`config.mk`:
```
export PLATFORM = sky130hd
export DESIGN_NAME = interval_timer_bank
export DESIGN_NICKNAME = d
export VERILOG_FILES = /design/src/rtl/itb_pkg.sv /design/src/rtl/itb_prescaler.sv /design/src/rtl/itb_divider.sv /design/src/rtl/itb_outcnt.sv /design/src/rtl/interval_timer_bank.sv
export SDC_FILE = /design/constraint.sdc
export NUM_CORES = 1
export LEC_CHECK = 0
export ABC_AREA = 1
export CORE_MARGIN = 5
export CORE_UTILIZATION = 65
export DETAILED_ROUTE_END_ITERATION = 6
export GPL_TIMING_DRIVEN = 1
export PLACE_DENSITY = 0.85
export SYNTH_ARGS = -nofsm -noshare
export SYNTH_HDL_FRONTEND = slang
export SYNTH_HIERARCHICAL = 1
export SYNTH_SLANG_ARGS = --single-unit
```
`constraint.sdc`:
```
create_clock -name clk -period 7.6 [get_ports clk]
set_input_delay 1.52 -clock clk [delete_from_list [all_inputs] [get_ports clk]]
set_output_delay 1.52 -clock clk [all_outputs]
set_load 0.01 [all_outputs]
```
`src/rtl/itb_pkg.sv`:
```
package itb_pkg;
  localparam int NUM_TIMERS = 3;

  function automatic int period_of(input int idx, input int slow, input int fast);
    return (idx == NUM_TIMERS - 1) ? fast : slow;
  endfunction
endpackage

```
`src/rtl/itb_prescaler.sv`:
```
module itb_prescaler #(
  parameter int PERIOD = 128,
  parameter int ADV_W  = 4
) (
  input  logic             clk,
  input  logic             rst,
  input  logic [ADV_W-1:0] adv_clks,
  output logic             rollover
);
  localparam int CW = $clog2(PERIOD) + 1;
  localparam logic [CW:0] PER = (CW+1)'(PERIOD);

  logic [CW-1:0] acc;
  logic [CW:0]   sum;

  assign sum      = {1'b0, acc} + (CW+1)'(adv_clks);
  assign rollover = (sum >= PER);

  always_ff @(posedge clk) begin
    if (rst)           acc <= '0;
    else if (rollover) acc <= CW'(sum - PER);
    else               acc <= CW'(sum);
  end

  AST_ADV_SHORT: assert property (@(posedge clk) disable iff (rst)
    ((CW+1)'(adv_clks) < PER));
  AST_PRE_BELOW_PERIOD: assert property (@(posedge clk) disable iff (rst)
    ({1'b0, acc} < PER));
endmodule

```
`src/rtl/itb_divider.sv`:
```
module itb_divider #(
  parameter int DIV_W = 8
) (
  input  logic             clk,
  input  logic             rst,
  input  logic             step,
  input  logic             en,
  input  logic             tgt_we,
  input  logic [DIV_W-1:0] tgt_wdata,
  output logic             hit,
  output logic             restart
);
  logic [DIV_W-1:0] cnt;
  logic [DIV_W-1:0] target;
  logic [DIV_W-1:0] nxt;
  logic             en_q;

  assign restart = en & ~en_q;
  assign nxt     = cnt + 1'b1;
  assign hit     = step & en & ~restart & (nxt == target);

  always_ff @(posedge clk) begin
    if (rst) begin
      cnt    <= '0;
      target <= '0;
      en_q   <= 1'b0;
    end else begin
      en_q <= en;
      if (tgt_we) target <= tgt_wdata;
      if (restart)        cnt <= '0;
      else if (step & en) cnt <= hit ? '0 : nxt;
    end
  end

  AST_DIV_GATED: assert property (@(posedge clk) disable iff (rst)
    (!en) |=> $stable(cnt));
  AST_DIV_STEP: assert property (@(posedge clk) disable iff (rst)
    !$stable(cnt) |-> (cnt == '0 || cnt == DIV_W'($past(cnt) + 1'b1)));
  AST_EN_RISE_CLR: assert property (@(posedge clk) disable iff (rst)
    $rose(en) |=> (cnt == '0));
endmodule

```
`src/rtl/itb_outcnt.sv`:
```
module itb_outcnt #(
  parameter int OUT_W = 4
) (
  input  logic             clk,
  input  logic             rst,
  input  logic             inc,
  input  logic             clr,
  input  logic             rd,
  output logic [OUT_W-1:0] q
);
  always_ff @(posedge clk) begin
    if (rst)      q <= '0;
    else if (clr) q <= '0;
    else          q <= (rd ? '0 : q) + OUT_W'(inc);
  end

  AST_RD_LEAVES_LOW: assert property (@(posedge clk) disable iff (rst)
    rd |=> (q <= OUT_W'(1)));
  AST_OUT_STEP: assert property (@(posedge clk) disable iff (rst)
    !$stable(q) |-> (q == OUT_W'($past(q) + 1'b1) || q <= OUT_W'(1)));
endmodule

```
`src/rtl/interval_timer_bank.sv`:
```
module interval_timer_bank
  import itb_pkg::*;
#(
  parameter int SLOW_DIV = 128,
  parameter int FAST_DIV = 16,
  parameter int DIV_W    = 8,
  parameter int OUT_W    = 4,
  parameter int ADV_W    = 4
) (
  input  logic                  clk,
  input  logic                  rst,
  input  logic [ADV_W-1:0]      adv_clks,
  input  logic [NUM_TIMERS-1:0] tmr_en,
  input  logic [NUM_TIMERS-1:0] tgt_we,
  input  logic [DIV_W-1:0]      tgt_wdata,
  input  logic [NUM_TIMERS-1:0] rd_stb,
  output logic [OUT_W-1:0]      rd_data,
  output logic                  rd_valid
);
  logic [OUT_W-1:0] cnt_q [NUM_TIMERS];
  logic [OUT_W-1:0] sel;

  for (genvar i = 0; i < NUM_TIMERS; i++) begin : g_tmr
    localparam int P = period_of(i, SLOW_DIV, FAST_DIV);
    logic roll, hit, restart;

    itb_prescaler #(.PERIOD(P), .ADV_W(ADV_W)) u_pre (
      .clk(clk), .rst(rst), .adv_clks(adv_clks), .rollover(roll));

    itb_divider #(.DIV_W(DIV_W)) u_div (
      .clk(clk), .rst(rst), .step(roll), .en(tmr_en[i]),
      .tgt_we(tgt_we[i]), .tgt_wdata(tgt_wdata),
      .hit(hit), .restart(restart));

    itb_outcnt #(.OUT_W(OUT_W)) u_out (
      .clk(clk), .rst(rst), .inc(hit), .clr(restart),
      .rd(rd_stb[i]), .q(cnt_q[i]));
  end

  always_comb begin
    sel = '0;
    for (int i = 0; i < NUM_TIMERS; i++)
      if (rd_stb[i]) sel = sel | cnt_q[i];
  end

  always_ff @(posedge clk) begin
    if (rst) begin
      rd_data  <= '0;
      rd_valid <= 1'b0;
    end else begin
      rd_valid <= |rd_stb;
      if (|rd_stb) rd_data <= sel;
    end
  end

  AST_ONE_READ: assert property (@(posedge clk) disable iff (rst)
    $onehot0(rd_stb));
endmodule

```
==> results.py, run 1 <==
metrics = {
    "min_path": {
        "min-delay-start": "g_tmr[1].u_pre/acc[7]",
        "hp-class": "reg2reg",
        "hold_depth": 2,
        "whs_endpoint": "g_tmr[1].u_pre/acc[7]",
    },
    "worst_setup_path": {
        "cp_max_fo": 17,
        "r2r_end": "g_tmr[0].u_out/q[2]",
        "reg2reg_setup_slack_ns": 4.29,
        "rr_worst_depth": 21,
        "required_ns": 7.86,
        "arrival_ns": 4.98,
        "endpoint_kind": "flip-flop",
        "worstSetupStartpoint": "adv_clks[0]",
        "critPathKind": "in2reg",
        "cp-start-kind": "primary input",
        "r2r-start": "g_tmr[0].u_pre/acc[0]",
    },
    "power": {
        "switching_share_pct": 26.9,
        "power_switching_mw": 0.279,
        "ir_drop_uv": 111,
        "p_leak_nw": 2.43,
        "power.internal_mw": 0.757,
        "comb_power_share_pct": 15.4,
        "pwr-share-clk_pct": 35.8,
        "seqPwrFrac_pct": 48.9,
        "pwr_density_cell_mw_per_mm2": 178,
    },
    "yosys": {
        "ys_ff_latch": 89,
        "syn_avg_cell_area_um2": 6.88,
        "ys_types": 32,
        "ys_seq_area_share_pct": 33.7,
        "syn_area_mm2": 0.00528,
        "synth_cells": 768,
        "ys_warn_count": 6,
        "synth_fp_nets": 815,
    },
    "die": {
        "rows": 32,
        "die_height_um": 100,
        "ioPinCount": 28,
        "die_area_mm2": 0.0100,
        "core_mm2": 0.00781,
        "die_w_um": 100,
        "start_util_pct": 67.7,
    },
    "drt": {
        "wl_per_cell_um": 12.5,
        "drtIter0Drc": 177,
        "postRouteWirelength_mm": 11.3,
        "remaining_drc_errors": 0,
        "antenna_left": 0,
        "vias": 4810,
        "drt_pass1_iterations": 5,
        "avgViaCountPerCell": 5.33,
    },
    "place": {
        "placedInstanceArea_mm2": 0.00560,
        "place_hpwl_mm": 8.54,
        "globalplace.congestion": 0.904,
        "port_buffers": 27,
    },
    "global_route": {
        "grt_pass1_vias": 4732,
        "grt-ovfl-total": 0,
        "grt_pass1_wl_mm": 19.8,
        "grt_antenna_before_repair": 0,
        "grt_max_degree": 47,
        "grt.total_usage_pct": 23.5,
    },
    "timing": {
        "fmax_mhz": 212,
        "worst_pin_slew_ns": 0.523,
        "relSlewSlack_pct": 65.0,
        "post-route-min-period_ns": 4.73,
        "finalHoldViolations": 0,
        "drv_slew": 0,
        "setup-tns-final_ns": 0,
        "period_share_pct": 62.2,
        "setup_violations": 0,
        "rsz0062_at_grt": "false",
        "finClkSkew_ns": 0.0152,
    },
    "final_layout": {
        "nFillCells": 639,
        "area_delta_synth_final_pct": 10.3,
        "diodes": 0,
        "fin_nets": 842,
        "final_area_mm2": 0.00583,
        "drive_gt1_share_pct": 11.6,
    },
    "cts": {
        "clkTransAtPathRegs_ns": 0.09,
        "cts.repair.resized": 0,
        "post-cts-setup-buffer-count": 0,
        "cts_tree": "done",
        "cts_buffers": 9,
        "root_buffer": "clkbuf_8",
        "htree_levels": 3,
        "cts_num_sinks": 89,
        "clock_latency_ns": 0.35,
        "cts_hold_buf": 0,
        "cts_buffer_depth": 2,
    },
    "run": {
        "cap_violations": 0,
    },
    "outcome": {
        "status": "complete, no violations",
    },
}
-- synthesized netlist by cell type (all sizes together) --
master         number  share of area, %
and3                3              0.36
o21bai              3              0.64
nor3                5              0.47
ha                 21               5.0
clkdlybuf4s25       3              0.57
a21oi              51               5.3
fa                  3               1.1
nor3b               3              0.43
o21ai               9              0.85
xor2                7               1.2
inv               112               8.0
dfxtp              89                34
a211oi             15               2.1
nand2             210                16
xnor3               3               1.5
xnor2               3              0.50
and2                3              0.38
nand3              75               8.7
clkbuf              9               1.2
nor2              127                10
or2                 3              0.36
nand4               3              0.36
nand3b              8               1.1
-- flip-flops by register name (all words and copies together), names as in the netlist --
register / flops
g_tmr.u_div/cnt: 24
rd_valid: 1
g_tmr.u_pre/acc: 21
g_tmr.u_div/target: 24
rd_data: 4
g_tmr.u_out/q: 12
g_tmr.u_div/en_q: 3
-- power by group through the flow --
stage                     logic [mW]  clock network [mW]  registers, mW
after floorplan                0.115                   0          0.513
after global placement         0.150                   0          0.515
after detailed placement       0.157                   0          0.516
after CTS                      0.159               0.376          0.506
after global routing           0.181               0.395          0.509
final                          0.159               0.370          0.506
-- critical path, cell delays in order --
cell and delay, ns:
clkdlybuf4s50_1 0.53, ha_1 0.21, inv_1 0.08, fa_1 0.40
inv_1 0.10, nand3_1 0.07, nand2_1 0.13, nand3_2 0.12
nand2_1 0.09, nand2_1 0.05, nand2_1 0.08, nand2_1 0.31
nor2_1 0.19, nand3_1 0.09, nor2_1 0.14, and3_1 0.17
nand3_1 0.08, nor2_1 0.10, ha_1 0.18, ha_1 0.16
xor2_1 0.14, nor2_1 0.06
-- cell families after synthesis --
family	share of synthesized area, %
simple gates	38.4
buf+inv	9.73
flops	33.7
compound gates	8.88
fa+ha+maj	6.11
xor+xnor	3.15
-- routing by layer --
layer / GRT usage [%] / share of wire (%)
met5: 0 / 0
met4: 9.64 / 2.1
met3: 3.34 / 3.5
met2: 41.2 / 49
met1: 28.9 / 46
-- layout make-up --
cell class | instances | area [µm²] | area share, %
clock buffers | 12 | 155 | 2.66
clock inverters | 4 | 75.1 | 1.29
inverters | 112 | 420 | 7.22
multi-input cells | 555 | 2990 | 51.3
flip-flops and latches | 89 | 1780 | 30.6
well taps | 102 | 128 | 2.19
repair buffers | 28 | 278 | 4.77
-- cell usage in the layout (no fill, tap or decap), drive strengths merged, types with 7 or more instances in the layout --
| cell type | instances |
|---|---|
| nand2 | 210 |
| nor2 | 127 |
| inv | 112 |
| dfxtp | 89 |
| nand3 | 75 |
| a21oi | 51 |
| clkdlybuf4s50 | 27 |
| ha | 21 |
| a211oi | 15 |
| clkbuf | 12 |
| o21ai | 9 |
| nand3b | 8 |
| xor2 | 7 |
-- stage by stage --
stage	hold slack, ns	total power, mW	instances	setup WS, ns	utilization [%]
6_report	0.487	1.04	902	2.87	74.6
5_1_grt	0.514	1.09	902	2.52	74.6
4_1_cts	0.488	1.04	902	2.89	74.6
3_5_place_dp	0.473	0.673	886	2.53	71.7
3_3_place_gp	0.460	0.666	886	2.69	71.7
2_1_floorplan	0.449	0.628	768	3.69	-
-- worst max-delay path by stage --
stage                          endpoint  depth (start not counted)
floorplan           g_tmr[0].u_out/q[2]                         21
global placement    g_tmr[0].u_out/q[2]                         22
detailed placement  g_tmr[0].u_out/q[2]                         22
CTS                 g_tmr[0].u_out/q[2]                         22
global route        g_tmr[1].u_out/q[2]                         19
finish              g_tmr[0].u_out/q[2]                         22
(Power assumes the default switching activity.)
==> run 2, diff against run 1 <==
- CORE_UTILIZATION: 65 -> 55
- PLACE_DENSITY: 0.85 -> 0.77
- clock period: 7.6 -> 4.32 ns (I/O delays scaled with it)
==> run 2 against run 1 <==
Sequential power is 76% higher. Sequential share of layout area about the same. Combinational power rose by 75%. Clock skew is 0.0012 ns higher. Via count down 1.5%. Largest power group unchanged. First-iteration DRC count is 24% higher. Global-route usage fell by 3.4 points. Critical path depth did not move. Count of clock-buffer cells in the layout did not move. Clock power rose by 56%. Flip-flop and latch count is the same.
==> results.py, run 2 (synthesized netlist as in run 1, its figures left out) <==
metrics = {
    "outcome": {
        "status": "complete, no violations",
    },
    "drt": {
        "drt_pass1_iterations": 4,
        "vias": 4737,
        "remaining_drc_errors": 0,
        "wl_per_cell_um": 11.9,
        "avgViaCountPerCell": 5.09,
        "antenna_left": 0,
        "drtIter0Drc": 219,
        "postRouteWirelength_mm": 11.0,
    },
    "power": {
        "pwr-share-clk_pct": 33.1,
        "power.internal_mw": 1.27,
        "ir_drop_uv": 180,
        "power_switching_mw": 0.479,
        "comb_power_share_pct": 16.0,
        "pwr_density_cell_mw_per_mm2": 299,
        "switching_share_pct": 27.4,
        "seqPwrFrac_pct": 50.9,
        "p_leak_nw": 2.43,
    },
    "worst_setup_path": {
        "required_ns": 4.57,
        "cp_max_fo": 3,
        "r2r-start": "g_tmr[0].u_pre/acc[0]",
        "r2r_end": "g_tmr[0].u_out/q[2]",
        "reg2reg_setup_slack_ns": 1.38,
        "arrival_ns": 3.94,
        "rr_worst_depth": 21,
        "endpoint_kind": "flip-flop",
        "critPathKind": "in2reg",
        "cp-start-kind": "primary input",
    },
    "place": {
        "placedInstanceArea_mm2": 0.00564,
        "place_inst": 915,
        "port_buffers": 27,
        "place_hpwl_mm": 8.28,
        "globalplace.congestion": 0.883,
    },
    "cts": {
        "cts.repair.resized": 0,
        "root_buffer": "clkbuf_8",
        "htree_levels": 3,
        "cts_buffer_depth": 2,
        "clkTransAtPathRegs_ns": 0.09,
        "cts_tree": "done",
        "cts_buffers": 9,
        "cts_num_sinks": 89,
        "post-cts-setup-buffer-count": 0,
        "clock_latency_ns": 0.36,
        "cts_hold_buf": 0,
    },
    "global_route": {
        "grt_pass1_wl_mm": 19.3,
        "grt.total_usage_pct": 20.1,
        "grt_antenna_before_repair": 0,
        "grt_max_degree": 47,
        "grt_pass1_vias": 4422,
        "grt-ovfl-total": 0,
    },
    "timing": {
        "relSlewSlack_pct": 40.8,
        "post-route-min-period_ns": 3.69,
        "finalHoldViolations": 0,
        "worst_pin_slew_ns": 0.888,
        "setup-tns-final_ns": 0,
        "fmax_mhz": 271,
        "drv_slew": 0,
        "finClkSkew_ns": 0.0164,
        "setup_violations": 0,
        "rsz0062_at_grt": "false",
        "period_share_pct": 85.3,
    },
    "final_layout": {
        "nFillCells": 882,
        "drive_gt1_share_pct": 11.9,
        "largestRegisters": "g_tmr.u_div/cnt x24, g_tmr.u_div/target x24, g_tmr.u_pre/acc x21",
        "fin_cells": 930,
        "fin_nets": 844,
        "area_delta_synth_final_pct": 10.4,
        "final_area_mm2": 0.00583,
        "final_common_cell": "nand2_1",
        "diodes": 0,
        "final_cell_mix": "nand2_1 (189), nor2_1 (107), inv_1 (104)",
    },
    "die": {
        "die_area_mm2": 0.0117,
        "ioPinCount": 28,
        "die_w_um": 108,
        "die_height_um": 108,
        "rows": 35,
        "core_mm2": 0.00928,
        "start_util_pct": 56.9,
    },
    "run": {
        "cap_violations": 0,
    },
    "min_path": {
        "hold_depth": 2,
        "hp-class": "reg2reg",
        "whs_endpoint": "g_tmr[1].u_pre/acc[7]",
        "min-delay-start": "g_tmr[1].u_pre/acc[7]",
    },
}
## run 2: power groups by stage
| stage | Combinational (mW) | Sequential (mW) | Clock [mW] |
|---|---|---|---|
| 2_1_floorplan | 0.203 | 0.902 | 0 |
| 5_1_grt | 0.319 | 0.895 | 0.630 |
| 6_report | 0.279 | 0.889 | 0.578 |
| 4_1_cts | 0.280 | 0.889 | 0.595 |
| 3_5_place_dp | 0.277 | 0.908 | 0 |
| 3_3_place_gp | 0.267 | 0.906 | 0 |
## run 2: how the worst max path moves through the flow
stage	startpoint	to	slack, ns	cells after the start
2_1_floorplan	adv_clks[0]	g_tmr[0].u_out/q[2]	1.06	21
3_3_place_gp	adv_clks[0]	g_tmr[0].u_out/q[2]	0.42	22
3_5_place_dp	adv_clks[0]	g_tmr[0].u_out/q[2]	0.27	22
4_1_cts	adv_clks[0]	g_tmr[0].u_out/q[2]	0.65	22
5_1_grt	adv_clks[0]	g_tmr[0].u_out/q[2]	0.31	22
6_report	adv_clks[0]	g_tmr[0].u_out/q[2]	0.63	22
## run 2: routing by layer
layer / share of wire (%) / global-route usage [%] / wire length, µm
met1: 48 / 26.2 / 5280
met2: 47 / 33.7 / 5190
met3: 3.9 / 4.00 / 431
met4: 1.3 / 6.13 / 148
met5: 0 / 0 / 0
## run 2: area by class of cell
class	count	area, µm²	share of cell area, %
multi-input combinational	555	2990	51.2
sequential	89	1780	30.5
inverter	112	420	7.21
timing repair buffer	30	288	4.93
tap	129	161	2.77
clock buffer	12	155	2.66
clock inverter	3	40.0	0.686
## run 2: per-stage QoR
| stage | util [%] | hold slack [ns] | power (mW) | worst slack, ns |
|---|---|---|---|---|
| floorplan | - | 0.449 | 1.11 | 1.06 |
| global placement | 60.7 | 0.463 | 1.17 | 0.423 |
| detailed placement | 60.7 | 0.466 | 1.19 | 0.267 |
| CTS | 62.8 | 0.482 | 1.76 | 0.648 |
| global route | 62.8 | 0.489 | 1.84 | 0.314 |
| finish | 62.8 | 0.478 | 1.75 | 0.633 |
## run 2: critical path: stages
cell	delay (ns)
clkdlybuf4s50_1	0.51
ha_1	0.21
inv_1	0.08
fa_1	0.40
inv_1	0.10
nand3_1	0.07
nand2_1	0.13
nand3_2	0.11
nand2_1	0.08
nand2_1	0.05
nand2_1	0.06
nand2_1	0.07
nor2_1	0.09
nand3_1	0.09
nor2_1	0.11
and3_1	0.16
nand3_1	0.07
nor2_1	0.10
ha_1	0.18
ha_1	0.17
xor2_1	0.16
nor2_1	0.06
